### config.mk
export PLATFORM = sky130hd
export DESIGN_NAME = jtag_bus_bridge
export DESIGN_NICKNAME = d
export VERILOG_FILES = /design/src/rtl/jtag_bus_bridge.sv
export SDC_FILE = /design/constraint.sdc
export NUM_CORES = 1
export LEC_CHECK = 0
export ABC_AREA = 1
export ABC_CLOCK_PERIOD_IN_PS = 1100
export BUFFER_PORTS_ARGS = -buffer_cell sky130_fd_sc_hd__buf_2
export CAP_MARGIN = 20
export CORE_AREA = 4 4 44 46
export CTS_CLUSTER_DIAMETER = 40
export CTS_CLUSTER_SIZE = 8
export DETAILED_ROUTE_END_ITERATION = 10
export DIE_AREA = 0 0 48 50
export GPL_TIMING_DRIVEN = 0
export MAX_ROUTING_LAYER = met4
export PLACE_DENSITY = 0.81
export SKIP_CTS_REPAIR_TIMING = 1
export SKIP_LAST_GASP = 1
export SYNTH_ARGS = -nofsm -noshare
export SYNTH_HDL_FRONTEND = slang
export SYNTH_SLANG_ARGS = --single-unit
### constraint.sdc
create_clock -name clk -period 1.1 [get_ports clk]
set_clock_uncertainty 0.2 [all_clocks]
set_input_delay 0.22 -clock clk [delete_from_list [all_inputs] [get_ports clk]]
set_output_delay 0.22 -clock clk [all_outputs]
set_load 0.03 [all_outputs]
### src/rtl/jtag_bus_bridge.sv
module jtag_bus_bridge #(
  parameter int              ADDR_W    = 20,
  parameter logic [ADDR_W-1:0] BASE_ADDR = 20'hA5000
) (
  input  logic              clk,
  input  logic              rst_n,
  input  logic [ADDR_W-1:0] addr,
  input  logic              addr_strobe,
  input  logic              data_strobe_n,
  input  logic              rd_wr_n,
  input  logic [3:0]        wr_data,
  output logic [3:0]        rd_data,
  output logic              rd_oe,
  input  logic              cable_sel,
  input  logic              cable_tck,
  input  logic              cable_tms,
  input  logic              cable_tdi,
  output logic              cable_tdo,
  output logic              chain_tck,
  output logic              chain_tms,
  output logic              chain_tdi,
  input  logic              chain_tdo
);

  logic [2:0] ds_sync;
  logic       hit, ds_act, ds_edge;
  logic       tck_q, tms_q, tdi_q;

  always_ff @(posedge clk or negedge rst_n)
    if (!rst_n) ds_sync <= '0;
    else        ds_sync <= {ds_sync[1:0], ~data_strobe_n};

  assign ds_act  = ds_sync[1];
  assign ds_edge = ds_sync[1] & ~ds_sync[2];
  assign hit     = addr_strobe && (addr == BASE_ADDR);

  always_ff @(posedge clk or negedge rst_n)
    if (!rst_n) begin
      tck_q <= 1'b0;
      tms_q <= 1'b1;
      tdi_q <= 1'b0;
    end else if (ds_edge && hit && !rd_wr_n) begin
      tck_q <= wr_data[0];
      tms_q <= wr_data[1];
      tdi_q <= wr_data[2];
    end

  assign rd_oe   = ds_act && hit && rd_wr_n;
  assign rd_data = rd_oe ? {chain_tdo, tdi_q, tms_q, tck_q} : 4'b0000;

  assign chain_tck = cable_sel ? cable_tck : tck_q;
  assign chain_tms = cable_sel ? cable_tms : tms_q;
  assign chain_tdi = cable_sel ? cable_tdi : tdi_q;
  assign cable_tdo = chain_tdo;

endmodule

==> results.json <==
{
  "critPathSlowestCell": "dfrtp_1",
  "root_buffer": "clkbuf_4",
  "whs_endpoint": "tms_q",
  "crit_buf_inv": 1,
  "reg2reg_to": "tck_q",
  "crit_path_max_fanout": 5,
  "fin_crit_ns": 1.88,
  "grt_use_total_pct": 12.0,
  "clock_latency_ns": 0.24,
  "wl_per_cell_um": 10.6,
  "diodes": 0,
  "drt-total-wl_um": 1500,
  "drcViolationCount": 0,
  "clk_pin_slew_ns": 0.05,
  "fmax_ghz": 0.532,
  "syn_nets": 109,
  "cts_buffers": 3,
  "yosysSeqAreaShare_pct": 31.7,
  "cts_sinks": 6,
  "status": "complete, but fails checks",
  "finalCritPeriodShare_pct": 171,
  "htreeDepth": 1,
  "synth_top_area_share_pct": 26.2,
  "worstMarginPinSlew_ns": 0.228,
  "r2r-start": "ds_sync[1]",
  "end_kind": "primary output",
  "cp.required_ns": 0.68,
  "die-width_um": 48,
  "rows": 14,
  "postSynthCellCount": 75,
  "drv_cap": 0,
  "setup_viol": 11,
  "cpLargestDelayFamily": "simple AND/OR/NAND/NOR gates",
  "max_slew_margin_pct": 84.8,
  "fin_nets": 161,
  "synthToLayoutAreaGrowth_pct": 91.4,
  "synth_warnings": 0,
  "critPathKind": "register to primary output",
  "drtIter0Drc": 0,
  "grt_first_pass_wirelength_um": 2100,
  "vias": 614,
  "cpPeakStageDelay_ns": 0.39,
  "grt_max_degree": 7,
  "fillers": 136,
  "antenna_found_initial": 0,
  "via_per_inst": 4.32,
  "crit_arrival_ns": 1.46,
  "synth_cell_types": 16,
  "portBuffers": 41,
  "slew_viol_final": 0,
  "stdcell_count": 142,
  "fin_tns_setup_ns": -5.45,
  "first_pass_iters": 1,
  "r2r_setup_slack_ns": -0.28,
  "post-route-util_pct": 60.7,
  "cts_tree": "done",
  "synth_seq_cells": 6,
  "initial_core_util_pct": 31.7,
  "dieArea_sq_um": 2400,
  "hold_start": "wr_data[1]",
  "min_path_type": "input port to register",
  "synth.area.top_cells": "dfrtp_1 26%, nand2_1 16%, nor2_1 14%",
  "first_global_vias": 531,
  "fp.coreArea_sq_um": 1510,
  "worst_setup_path_start_kind": "register",
  "leakage_nw": 0.523,
  "placed_cells": 132,
  "syn_area_sq_um": 478,
  "p_per_area_nw_per_um2": 664,
  "dieHeight_um": 50,
  "gp_congestion": 0.649,
  "place_ws_ns": -0.601,
  "violations": "setup timing",
  "hpwl_um": 1240,
  "finalPower_w": 0.000607,
  "fin_ws_ns": -0.781,
  "clockBufferDepth": 2,
  "syn_avg_cell_area_sq_um": 6.37,
  "antenna_left": 0,
  "overflow": 0,
  "yosysTopAreaCell": "dfrtp_1",
  "layout-drive-gt1-share_pct": 59.5,
  "crit_chain": "nand2_2, nor2_2, nand2_2, nor2_4, nand3_4, nor2_4, buf_6",
  "ios": 43,
  "worstRegToRegCells": 8,
  "whs_path_depth": 3,
  "max-vdd-ir-drop_mv": 0.581,
  "rsz0062_at_grt": "true",
  "finalHoldViolCount": 0
}
## how the worst max path moves through the flow
stage	depth (start not counted)	from	end
after floorplan	6	ds_sync[1]	rd_data[0]
after CTS	7	ds_sync[1]	rd_data[0]
after detailed placement	9	addr[1]	rd_data[0]
after global routing	7	ds_sync[1]	rd_data[2]
after global placement	9	addr[13]	rd_data[0]
final	7	ds_sync[1]	rd_data[2]
## cells in the mapped netlist, drive strengths merged
master,count
o21ai,3
inv,17
nand4,4
buf,1
nand2,21
nor2,20
or2,1
dfstp,1
dfrtp,5
nand3,2
## sequential cells by signal, summed over array words and instances, names as in the netlist
register  cells
tdi_q         1
tck_q         1
tms_q         1
ds_sync       3
## final cells by class
cell class,instances,area [sq um],share of cell area (%)
multi-input combinational,51,344,37.6
inverter,17,63.8,6.98
timing repair buffer,47,302,33.0
tap,16,20.0,2.19
buffer,1,7.51,0.821
sequential,6,151,16.6
clock buffer,4,26.3,2.87
## through the flow
stage	hold slack [ns]	cell area, sq um
after floorplan	-0.276	557
after global placement	-0.156	782
after detailed placement	-0.152	782
after CTS	-0.409	808
after global routing	0.0417	915
final	0.0263	915
## cells in the final DEF (no fill, tap or decap)
cell type	synthesis	final
buf_2	0	33
buf_4	1	6
buf_6	0	7
clkbuf_1	0	1
clkbuf_4	0	3
dfrtp_1	5	5
dfstp_2	1	1
dlygate4sd3_1	0	2
inv_1	16	12
inv_2	1	5
nand2_1	20	17
nand2_2	0	3
nand2_4	1	1
nand3_1	1	1
nand3_4	0	1
nand4_1	3	3
nand4_4	0	1
nor2_1	18	9
nor2_2	0	5
nor2_4	1	5
nor2_8	1	1
o21ai_1	0	1
o21ai_4	0	2
or2_4	1	1
## logic make-up (layout without fill, tap and decap cells)
logic type	count (synthesis)	count (layout)	synth area share, %
buffers and inverters	18	69	14.9
flip-flops	6	6	31.7
AO/OA/AOI/OAI	3	3	3.14
AND/OR/NAND/NOR	48	48	50.3
## metal layers
layer | global-route usage (%) | vias up | part of all wire, %
met1 | 11.6 | 268 | 33
li1 | - | 324 | -
met2 | 22.9 | 20 | 60
met3 | 3.27 | 2 | 6.5
met4 | 1.35 | 0 | 1.3
met5 | - | - | 0
## worst min-delay path, stage by stage
cell and delay, ns:
buf_2 0.09, nand4_1 0.08, nand2_1 0.06
## report_power, final
part           leakage, nW  internal [W]  switching, W
Sequential          0.0732      0.000227    0.00000324
Combinational        0.435     0.0000819     0.0000846
Clock               0.0150      0.000137     0.0000734
Total                0.523      0.000446      0.000161
No activity file was read; power rests on OpenSTA's default activity.
